**src/rtl/pll_seq_pkg.sv**
```systemverilog
package pll_seq_pkg;

    localparam int REG_W      = 32;
    localparam int FB_W       = 7;
    localparam int DIV_W      = 6;
    localparam int FB_LSB     = 8;
    localparam int DIV_LSB    = 4;
    localparam int ODIV_LSB   = 16;
    localparam int ODIV_W     = 2;
    localparam int BYP_BIT    = 3;
    localparam int RST_BIT    = 0;
    localparam int POR_A_BIT  = 1;
    localparam int POR_B_BIT  = 2;
    localparam int SRC_BIT    = 0;
    localparam int N_CLK_REGS = 4;

    localparam logic [ODIV_W-1:0] ODIV_HALF   = 2'd1;
    localparam logic [REG_W-1:0]  ISO_RELEASE = 32'h0000_0003;
    localparam logic [REG_W-1:0]  ISO_ENGAGE  = 32'h0000_0000;

    typedef enum logic [3:0] {
        S_IDLE,
        S_ISO_WR,
        S_CTRL_RD,
        S_CTRL_WR,
        S_CLK_RD,
        S_CLK_WR,
        S_LF_WR,
        S_SEQ_RD,
        S_SEQ_WR,
        S_LOCK_WAIT,
        S_SHUT_WR
    } seq_state_e;

    typedef enum logic [2:0] {
        MO_NONE,
        MO_FBDIV,
        MO_CLKDIV,
        MO_BYP_SET,
        MO_RST_SET,
        MO_RST_CLR,
        MO_BYP_CLR
    } merge_op_e;

endpackage

```
**src/rtl/pll_seq_merge.sv**
```systemverilog
module pll_seq_merge
    import pll_seq_pkg::*;
(
    input  merge_op_e         op,
    input  logic [REG_W-1:0]  old_word,
    input  logic [FB_W-1:0]   fb,
    input  logic [DIV_W-1:0]  dv,
    output logic [REG_W-1:0]  new_word
);

    always_comb begin
        new_word = old_word;
        unique case (op)
            MO_FBDIV: begin
                new_word[FB_LSB +: FB_W] = fb;
                new_word[POR_A_BIT]      = 1'b0;
                new_word[POR_B_BIT]      = 1'b0;
            end
            MO_CLKDIV: begin
                new_word[DIV_LSB +: DIV_W] = dv;
                new_word[SRC_BIT]          = 1'b1;
            end
            MO_BYP_SET: new_word[BYP_BIT] = 1'b1;
            MO_RST_SET: new_word[RST_BIT] = 1'b1;
            MO_RST_CLR: new_word[RST_BIT] = 1'b0;
            MO_BYP_CLR: new_word[BYP_BIT] = 1'b0;
            default: ;
        endcase
    end

endmodule

```
**src/rtl/pll_seq_timer.sv**
```systemverilog
module pll_seq_timer #(
    parameter int LIMIT = 2000
) (
    input  logic clk,
    input  logic rst_n,
    input  logic en,
    input  logic tick,
    output logic expired
);

    localparam int CW = $clog2(LIMIT + 1);
    localparam logic [CW-1:0] LIM_V = CW'(LIMIT);

    logic [CW-1:0] cnt_d, cnt_q;

    always_comb begin
        cnt_d = cnt_q;
        if (!en) begin
            cnt_d = '0;
        end else if (tick && cnt_q != LIM_V) begin
            cnt_d = cnt_q + 1'b1;
        end
    end

    always_ff @(posedge clk or negedge rst_n) begin
        if (!rst_n) cnt_q <= '0;
        else        cnt_q <= cnt_d;
    end

    assign expired = en && (cnt_q == LIM_V);


    expire_tick_chk: assert property (@(posedge clk) disable iff (!rst_n)
        $rose(cnt_q == LIM_V) |-> $past(tick && en));

endmodule

```
**src/rtl/pll_bringup_seq.sv**
```systemverilog
module pll_bringup_seq
    import pll_seq_pkg::*;
#(
    parameter int AW                 = 8,
    parameter int LOCK_TIMEOUT_TICKS = 2000,
    parameter logic [AW-1:0] A_ISO      = 8'h00,
    parameter logic [AW-1:0] A_PLL_CTRL = 8'h04,
    parameter logic [AW-1:0] A_LOOP     = 8'h08,
    parameter logic [AW-1:0] A_ENC_CORE = 8'h10,
    parameter logic [AW-1:0] A_DEC_CORE = 8'h14,
    parameter logic [AW-1:0] A_ENC_MCU  = 8'h18,
    parameter logic [AW-1:0] A_DEC_MCU  = 8'h1C
) (
    input  logic              clk,
    input  logic              rst_n,
    input  logic              start,
    input  logic              shutdown,
    input  logic [FB_W-1:0]   fb_div,
    input  logic [DIV_W-1:0]  core_div,
    input  logic [DIV_W-1:0]  mcu_div,
    input  logic [REG_W-1:0]  loop_cfg,
    input  logic              pll_locked,
    input  logic              tmo_tick,
    output logic              bus_rd,
    output logic              bus_wr,
    output logic [AW-1:0]     bus_addr,
    output logic [REG_W-1:0]  bus_wdata,
    input  logic [REG_W-1:0]  bus_rdata,
    input  logic              bus_ack,
    output logic              busy,
    output logic              lock_ok,
    output logic              err_timeout,
    output logic              err_cfg
);

    localparam int IW = $clog2(N_CLK_REGS);
    localparam logic [IW-1:0] LAST_CLK = IW'(N_CLK_REGS - 1);

    typedef struct packed {
        seq_state_e        st;
        logic              pend;
        logic              rd;
        logic              wr;
        logic [AW-1:0]     addr;
        logic [REG_W-1:0]  wdata;
        logic [REG_W-1:0]  shadow;
        logic [IW-1:0]     clk_idx;
        logic [1:0]        seq_idx;
        logic              ok;
        logic              err_to;
        logic              err_cf;
    } seq_regs_t;

    seq_regs_t d, q;

    merge_op_e         m_op;
    logic [DIV_W-1:0]  m_div;
    logic [REG_W-1:0]  merged;
    logic [AW-1:0]     clk_addr;
    logic              want_rd, want_wr;
    logic [AW-1:0]     want_addr;
    logic [REG_W-1:0]  want_data;
    logic              tmo_expired;

    pll_seq_merge u_merge (
        .op       (m_op),
        .old_word (q.shadow),
        .fb       (fb_div),
        .dv       (m_div),
        .new_word (merged)
    );

    pll_seq_timer #(.LIMIT(LOCK_TIMEOUT_TICKS)) u_timer (
        .clk     (clk),
        .rst_n   (rst_n),
        .en      (q.st == S_LOCK_WAIT),
        .tick    (tmo_tick),
        .expired (tmo_expired)
    );

    // clock register walk order and divisor selection
    always_comb begin
        unique case (q.clk_idx)
            2'd0:    clk_addr = A_ENC_CORE;
            2'd1:    clk_addr = A_DEC_CORE;
            2'd2:    clk_addr = A_ENC_MCU;
            default: clk_addr = A_DEC_MCU;
        endcase
        m_div = (q.clk_idx < IW'(2)) ? core_div : mcu_div;
    end

    // access wanted in the current state
    always_comb begin
        want_rd   = 1'b0;
        want_wr   = 1'b0;
        want_addr = A_PLL_CTRL;
        want_data = merged;
        m_op      = MO_NONE;
        unique case (q.st)
            S_ISO_WR: begin
                want_wr = 1'b1; want_addr = A_ISO; want_data = ISO_RELEASE;
            end
            S_CTRL_RD: want_rd = 1'b1;
            S_CTRL_WR: begin
                want_wr = 1'b1; m_op = MO_FBDIV;
            end
            S_CLK_RD: begin
                want_rd = 1'b1; want_addr = clk_addr;
            end
            S_CLK_WR: begin
                want_wr = 1'b1; want_addr = clk_addr; m_op = MO_CLKDIV;
            end
            S_LF_WR: begin
                want_wr = 1'b1; want_addr = A_LOOP; want_data = loop_cfg;
            end
            S_SEQ_RD: want_rd = 1'b1;
            S_SEQ_WR: begin
                want_wr = 1'b1;
                unique case (q.seq_idx)
                    2'd0:    m_op = MO_BYP_SET;
                    2'd1:    m_op = MO_RST_SET;
                    2'd2:    m_op = MO_RST_CLR;
                    default: m_op = MO_BYP_CLR;
                endcase
            end
            S_SHUT_WR: begin
                want_wr = 1'b1; want_addr = A_ISO; want_data = ISO_ENGAGE;
            end
            default: ;
        endcase
    end

    // next-state logic
    always_comb begin
        d    = q;
        d.rd = 1'b0;
        d.wr = 1'b0;
        if (q.st == S_IDLE) begin
            if (start) begin
                d.ok     = 1'b0;
                d.err_to = 1'b0;
                d.err_cf = 1'b0;
                d.st     = S_ISO_WR;
            end else if (shutdown) begin
                d.st = S_SHUT_WR;
            end
        end else if (q.st == S_LOCK_WAIT) begin
            if (pll_locked) begin
                d.seq_idx = 2'd3;
                d.st      = S_SEQ_RD;
            end else if (tmo_expired) begin
                d.err_to = 1'b1;
                d.st     = S_IDLE;
            end
        end else if (!q.pend) begin
            d.rd    = want_rd;
            d.wr    = want_wr;
            d.addr  = want_addr;
            d.wdata = want_data;
            d.pend  = 1'b1;
        end else if (bus_ack) begin
            d.pend = 1'b0;
            if (want_rd) d.shadow = bus_rdata;
            unique case (q.st)
                S_ISO_WR:  d.st = S_CTRL_RD;
                S_CTRL_RD: begin
                    if (bus_rdata[ODIV_LSB +: ODIV_W] != ODIV_HALF) begin
                        d.err_cf = 1'b1;
                        d.st     = S_IDLE;
                    end else begin
                        d.st = S_CTRL_WR;
                    end
                end
                S_CTRL_WR: begin
                    d.clk_idx = '0;
                    d.st      = S_CLK_RD;
                end
                S_CLK_RD:  d.st = S_CLK_WR;
                S_CLK_WR: begin
                    if (q.clk_idx == LAST_CLK) begin
                        d.st = S_LF_WR;
                    end else begin
                        d.clk_idx = q.clk_idx + 1'b1;
                        d.st      = S_CLK_RD;
                    end
                end
                S_LF_WR: begin
                    d.seq_idx = 2'd0;
                    d.st      = S_SEQ_RD;
                end
                S_SEQ_RD:  d.st = S_SEQ_WR;
                S_SEQ_WR: begin
                    unique case (q.seq_idx)
                        2'd2: d.st = S_LOCK_WAIT;
                        2'd3: begin
                            d.ok = 1'b1;
                            d.st = S_IDLE;
                        end
                        default: begin
                            d.seq_idx = q.seq_idx + 1'b1;
                            d.st      = S_SEQ_RD;
                        end
                    endcase
                end
                default: d.st = S_IDLE;
            endcase
        end
    end

    always_ff @(posedge clk or negedge rst_n) begin
        if (!rst_n) begin
            q <= '{st: S_IDLE, default: '0};
        end else begin
            q <= d;
        end
    end

    assign bus_rd      = q.rd;
    assign bus_wr      = q.wr;
    assign bus_addr    = q.addr;
    assign bus_wdata   = q.wdata;
    assign busy        = (q.st != S_IDLE);
    assign lock_ok     = q.ok;
    assign err_timeout = q.err_to;
    assign err_cfg     = q.err_cf;


    rd_wr_excl_chk: assert property (@(posedge clk) disable iff (!rst_n)
        !(bus_rd && bus_wr));


    single_strobe_chk: assert property (@(posedge clk) disable iff (!rst_n)
        (bus_rd || bus_wr) |=> !(bus_rd || bus_wr));


    iso_value_chk: assert property (@(posedge clk) disable iff (!rst_n)
        (bus_wr && bus_addr == A_ISO) |->
            (bus_wdata == ISO_RELEASE || bus_wdata == ISO_ENGAGE));


    clk_src_chk: assert property (@(posedge clk) disable iff (!rst_n)
        (bus_wr && (bus_addr == A_ENC_CORE || bus_addr == A_DEC_CORE ||
                    bus_addr == A_ENC_MCU  || bus_addr == A_DEC_MCU))
            |-> bus_wdata[SRC_BIT]);


    timeout_nolock_chk: assert property (@(posedge clk) disable iff (!rst_n)
        $rose(err_timeout) |-> $past(!pll_locked));


    cfg_err_idle_chk: assert property (@(posedge clk) disable iff (!rst_n)
        $rose(err_cfg) |-> (!busy && !lock_ok));

endmodule

```
**config.mk**
```make
export PLATFORM = sky130hd
export DESIGN_NAME = pll_bringup_seq
export DESIGN_NICKNAME = d
export VERILOG_FILES = /design/src/rtl/pll_seq_pkg.sv /design/src/rtl/pll_seq_merge.sv /design/src/rtl/pll_seq_timer.sv /design/src/rtl/pll_bringup_seq.sv
export SDC_FILE = /design/constraint.sdc
export NUM_CORES = 1
export LEC_CHECK = 0
export ABC_AREA = 1
export CORE_MARGIN = 10
export CORE_UTILIZATION = 49
export DETAILED_ROUTE_END_ITERATION = 12
export PLACE_DENSITY_LB_ADDON = 0.15
export SYNTH_ARGS = -nofsm -noshare
export SYNTH_HDL_FRONTEND = slang
export SYNTH_SLANG_ARGS = --single-unit
```
**constraint.sdc**
```tcl
create_clock -name clk -period 2.1 [get_ports clk]
set_input_delay 0.315 -clock clk [delete_from_list [all_inputs] [get_ports clk]]
set_output_delay 0.315 -clock clk [all_outputs]
set_load 0.05 [all_outputs]
```
# Word-level counts from Yosys, hierarchy flattened
# Cells that the tools add are included.
[word_totals]
regBits = 97
[op_classes]
order_cmp = 1
n_mux = 54
n_eq_ne = 34
n_bitwise = 3
n_reduce_logical = 35
addsub = 3
[ops]
columns = ["cell", "n"]
rows = [
  ["one-hot mux 32 bit (3 select lines)", 1],
  ["two-way mux 78 bit", 1],
  ["two-way mux 76 bit", 1],
  ["two-way mux 37 bit", 2],
  ["two-way mux 42 bit", 1],
  ["two-way mux 32 bit", 1],
  ["two-way mux 4 bit", 8],
  ["one-hot mux 4 bit (8 select lines)", 1],
  ["one-hot mux 8 bit (3 select lines)", 1],
  ["AND reduction 6 bit", 4],
  ["two-way mux 11 bit", 2],
  ["nonzero test 2 bit", 11],
  ["one-hot mux 3 bit (3 select lines)", 2],
  ["equality test 4 x 3 -> 1 bit, second input constant", 4],
  ["two-way mux 1 bit", 14],
  ["two-way mux 2 bit", 7],
  ["equality test 4 bit, second input constant", 3],
  ["one-hot mux 2 bit (2 select lines)", 3],
  ["one-hot mux 4 bit (3 select lines)", 1],
  ["adder 11 x 1 -> 11 bit, second input constant", 1],
  ["equality test 11 bit, second input constant", 1],
  ["inequality test 11 bit, second input constant", 1],
  ["two-way mux 5 bit", 2],
  ["inequality test 2 bit, second input constant", 5],
  ["30 further kinds", 52],
]

# Depth between registers and ports, before layout
[depth]
ltp_word = 10
ltp_mapped = 13
mapped_depth_nobuf = 13

# Hierarchy
# From an unflattened synthesis, not the netlist that was laid out.
[hier_totals]
cells_unflattened = 712
hier_area_um2 = 5405.2
[modules_own_cells]
columns = ["mod", "area_per_inst_um2", "seq_area_each_um2", "cells_per_inst", "n_inst"]
rows = [
  ["pll_bringup_seq", 4259.1, 2026.9, 537, 1],
  ["pll_seq_timer", 760.7, 275.3, 106, 1],
  ["pll_seq_merge", 385.4, 0.0, 69, 1],
]

# Worst setup path after synthesis
# OpenSTA, ideal clock, no wires.
[synth_path]
path_type = "flip-flop to flip-flop"
from = "register q[83] (netlist name)"
to = "register q (netlist bit bus_wdata[10])"
path_stages_with_launch = 11
synth_period_minus_slack_ns = 1.647
t_arrival_ns = 1.517
path_slack_ns = 0.453
t_required_ns = 1.970
setup_ns = 0.130
cell_sequence = "dfrtp_1 nor2_2 inv_2 nor2_4 inv_4 nand2_4 nor2_8 nand2_2 clkinv_1 nand2_1 nand3_1"
[synth_via]
elab_chain_cells = 5
word_cells_on_any_way = 15
cone_classes = "eq/ne (8); mux (3); bitwise (2); reduce/logical (2)"
[synth_lines]
columns = ["item", "line", "source"]
rows = [
  ["start, declared", "pll_bringup_seq.sv:54", "seq_regs_t d, q;"],
  ["start signal, assigned", "pll_bringup_seq.sv:212", "q <= '{st: S_IDLE, default: '0};"],
  ["start signal, assigned", "pll_bringup_seq.sv:214", "q <= d;"],
  ["equality test 4 bit (tied with other cells)", "pll_bringup_seq.sv:99", "unique case (q.st)"],
  ["one-hot mux 3 bit (3 select lines)", "pll_bringup_seq.sv:99", ""],
  ["equality test 3 x 1 -> 1 bit", "pll_seq_merge.sv:13", "unique case (op)"],
  ["two-way mux 5 bit", "pll_seq_merge.sv:13", ""],
  ["one-hot mux 32 bit (3 select lines)", "pll_bringup_seq.sv:99", ""],
]
# Several ways; a longest one is shown, not always the timed one.
# A chain may end at the register's enable or synchronous reset.

# Final worst setup path
[layout_path]
from = "register q[85] (netlist name)"
to = "output busy"
[layout_via]
elab_chain_cells = 1
[layout_lines]
columns = ["item", "line", "source"]
rows = [
  ["nonzero test 4 bit", "pll_bringup_seq.sv:222", "assign busy = (q.st != S_IDLE);"],
  ["end, declared", "pll_bringup_seq.sv:30", "output logic busy,"],
]
# Every way passes these cells.

==> results.txt <==
Run status: finished clean
Core region area: 10320 µm²
Total Die Area: 15150 µm²
Final max-slew violation count: 0
Worst EP arrival: 1.59 ns
Crit-path max cell delay: 0.47 ns
Number of synthesized register bits: 92
Number of cells on the worst reg-to-reg path: 8
DP Wirelength: 10.70 mm
Critical path data required time: 1.78 ns
First-pass GRT wire length: 21.84 mm
Total routing resource utilization after global routing: 17.94%
Final Cycle Share: 90.88%
Worst slew margin: 63.54%
Mapped Cells: 631
Measured slew at the worst slew-check pin: 0.5451 ns
Growth of design area from synthesis to finish: 25.72%
Overall die height: 123.1 µm
Setup slack on the worst flop-to-flop path: 0.20 ns
Final weighted congestion in routability-driven placement: 0.9658
Setup repair after global routing missed its margin: false
Worst Setup Slack, final: 0.1915 ns
Sw Ratio: 49.32%
Maximum net fanout on the critical path: 7
Count of antenna-violating nets left after detailed routing: 0
First-pass DRT Iterations: 5
Ratio of cells with drive above 1 in the final layout: 10.00%
Global route overflow: 0
Wire length per cell after detailed routing: 15.97 µm
Area of the mapped netlist: 5206 µm²
Peak VDD IR: 948.7 µV
Number of placement rows: 37
WS Path Type: register to output pin
TritonCTS clock tree: built
Highest-delay cell along the critical path: sky130_fd_sc_hd__dfrtp_1
Post-placement setup slack: 0.1140 ns
Final routed wirelength across all metal layers: 13.83 mm
Number of antenna repair diodes: 0
Number of antenna violations at the first check in global routing: 0
Endpoint of the worst-slack reg-to-reg timing path: q[12]
Buffer depth of the longest clock path: 2
Clock Pin Slew Worst Setup and Hold Paths: 0.10 ns
Vias per Instance: 5.171
Yosys warning total: 0
Net switching component of the power: 4.469 mW
Setup Skew: 0.009400 ns
Synthesized area per cell: 8.251 µm²
Type of the worst min-delay path: input pin to async pin
Number of remaining DRC errors: 0
I/O pin count: 136
NumNets Final: 825
Cell chain of the critical path: inv_2 -> nand2_1 -> nor2_4 -> inv_4 -> buf_12
Static Leak: 3.003 nW
Sum of negative setup slack: 0 ns
Total power density per cell area: 1385 nW/µm²
Worst hold slack: 0.4550 ns
Clock insertion delay at the later pin of the skew report: 0.36 ns
Part of the total power dissipated in the clock network: 12.9%
Max-cap violation count: 0
Clock net sink count: 92
Number of global-route vias before repair: 4438
Number of different library cells in the post-synthesis netlist: 43
Reg-to-reg critical path startpoint: q[83]
Root buffer selected by CTS: sky130_fd_sc_hd__clkbuf_8
Portion of the post-synthesis area used by sequential elements: 44.22%
Time the worst path needs with I/O delays and setup: 1.909 ns
Count of endpoints failing hold in the final timing report: 0
Cell-internal power: 4.593 mW
Worst Setup End Kind: output pin
Number of buffers created by CTS: 9
Register share of total power: 31.6%
Post-layout util: 63.40%
Setup-violating endpoint count in the final report: 0
Initial cell density of the core: 50.43%
Horizontal die dimension: 123.1 µm
Kind of launch point of the worst setup path: register
Count of H-tree levels built during CTS: 3
Max Freq: 524.0 MHz
Number of vias after detailed routing: 4478
Violation count after the first detailed-routing iteration: 348
Pin count of the biggest net entering global routing: 53
Number of buffer cells added on primary ports: 130
Total Power Consumption: 9.062 mW
Logic pwr share: 55.5%
==> worst max-delay path, delay by kind of cell, from the launching register on <==
kind	cells	cell delay (ns)
flops	1	0.47
simple gates	2	0.39
buf+inv	3	0.37
==> cells by family after synthesis <==
kind of cell             after synthesis  synth area share (%)
AND/OR/NAND/NOR                      296                 26.82
buffers and inverters                120                 13.10
AO/OA/AOI/OAI                        110                 13.05
flip-flops                            92                 44.22
adder cells (fa/ha/maj)               10                 2.403
XOR/XNOR                               2                0.3365
other                                  1               0.07203
==> stage by stage <==
step | cells | area [µm²]
floorplan | 635 | 5221
global placement | 848 | 6327
detailed placement | 848 | 6327
CTS | 865 | 6529
global route | 866 | 6545
finish | 866 | 6545
==> state kept, by name (all words and copies together), names as in the netlist <==
name           cells
u_timer.cnt_q     11
bus_wdata         32
q                 41
err_timeout        1
err_cfg            1
bus_addr           3
bus_rd             1
lock_ok            1
bus_wr             1
==> timing repair <==
item | 4_1_cts | 5_1_grt
gates resized for setup | 0 | 3
hold buffers | 1 | 0
setup endpoints to repair | 0 | 10
hold endpoints to repair | 36 | 0
buffers inserted | 0 | 1
==> worst max path at each step <==
stage               depth (start not counted)       endpoint   from
floorplan                                  10  bus_wdata[10]  q[83]
global placement                           10  bus_wdata[14]  q[83]
detailed placement                         10  bus_wdata[11]  q[83]
CTS                                        10   bus_wdata[6]  q[85]
global route                                8          q[21]  q[83]
finish                                      5           busy  q[85]
==> cell usage in the layout, fill, tap and decap left out, types with 4 or more instances in the layout <==
master	synthesis	final
sky130_fd_sc_hd__nand3_1	60	60
sky130_fd_sc_hd__o211ai_1	7	7
sky130_fd_sc_hd__inv_8	0	5
sky130_fd_sc_hd__buf_4	45	9
sky130_fd_sc_hd__nand4_1	14	14
sky130_fd_sc_hd__nand2_1	157	156
sky130_fd_sc_hd__nand2_2	8	9
sky130_fd_sc_hd__clkdlybuf4s50_1	0	128
sky130_fd_sc_hd__clkbuf_8	0	9
sky130_fd_sc_hd__a31oi_1	5	5
sky130_fd_sc_hd__a22oi_1	17	17
sky130_fd_sc_hd__nand2_4	4	4
sky130_fd_sc_hd__nor2_2	6	6
sky130_fd_sc_hd__conb_1	1	5
sky130_fd_sc_hd__nor2_1	30	30
sky130_fd_sc_hd__ha_1	10	10
sky130_fd_sc_hd__nor3_1	8	8
sky130_fd_sc_hd__inv_1	44	44
sky130_fd_sc_hd__clkinvlp_4	0	4
sky130_fd_sc_hd__o21ai_0	24	24
sky130_fd_sc_hd__dfrtp_1	92	92
sky130_fd_sc_hd__inv_2	9	9
sky130_fd_sc_hd__o21ai_1	22	22
sky130_fd_sc_hd__a21oi_1	24	24
==> area by class of cell <==
| class | count | area, µm² |
|---|---|---|
| clock buffer | 9 | 123.9 |
| clock inverter | 7 | 67.56 |
| fill | 871 | 3779 |
| inverter | 59 | 242.7 |
| multi-input combinational | 423 | 2240 |
| sequential | 92 | 2302 |
| tap | 136 | 170.2 |
| timing repair buffer | 140 | 1399 |
==> cells in the mapped netlist, drive strengths merged <==
master	instances	share of area, %
o22ai	1	0.12
inv	56	4.2
a21oi	25	2.6
or2	1	0.12
ha	10	2.4
dfrtp	92	44
a211oi	2	0.38
conb	1	0.072
nor2	42	4.7
nand2	169	13
a31oi	5	0.60
o21ai	47	4.7
buf	58	8.3
o31ai	3	0.53
clkbuf	3	0.22
nand4	14	1.7
o211ai	7	1.0
a22oi	17	2.5
o221ai	1	0.29
nor3	9	1.1
nand3	61	6.1
xor2	2	0.34
a21boi	1	0.14
clkinv	3	0.31
o2111ai	1	0.17
==> routing by layer <==
metal	track usage, %	wire length [µm]	vias to the layer above	share of wire, %
met1	23.34	5977	2096	43
met5	0	0	-	0
met2	30.02	6827	129	49
met3	3.464	870	12	6.3
li1	-	-	2241	-
met4	4.731	153	0	1.1
==> power by group through the flow <==
stage | Sequential, mW | Clock, mW | Combinational (mW)
after global placement | 2.87 | 0 | 4.90
final | 2.86 | 1.17 | 5.03
after CTS | 2.86 | 1.19 | 5.03
after detailed placement | 2.90 | 0 | 5.01
after floorplan | 2.89 | 0 | 3.98
after global routing | 2.94 | 1.28 | 5.51
Note: power is estimated with default switching activity, not from simulation.
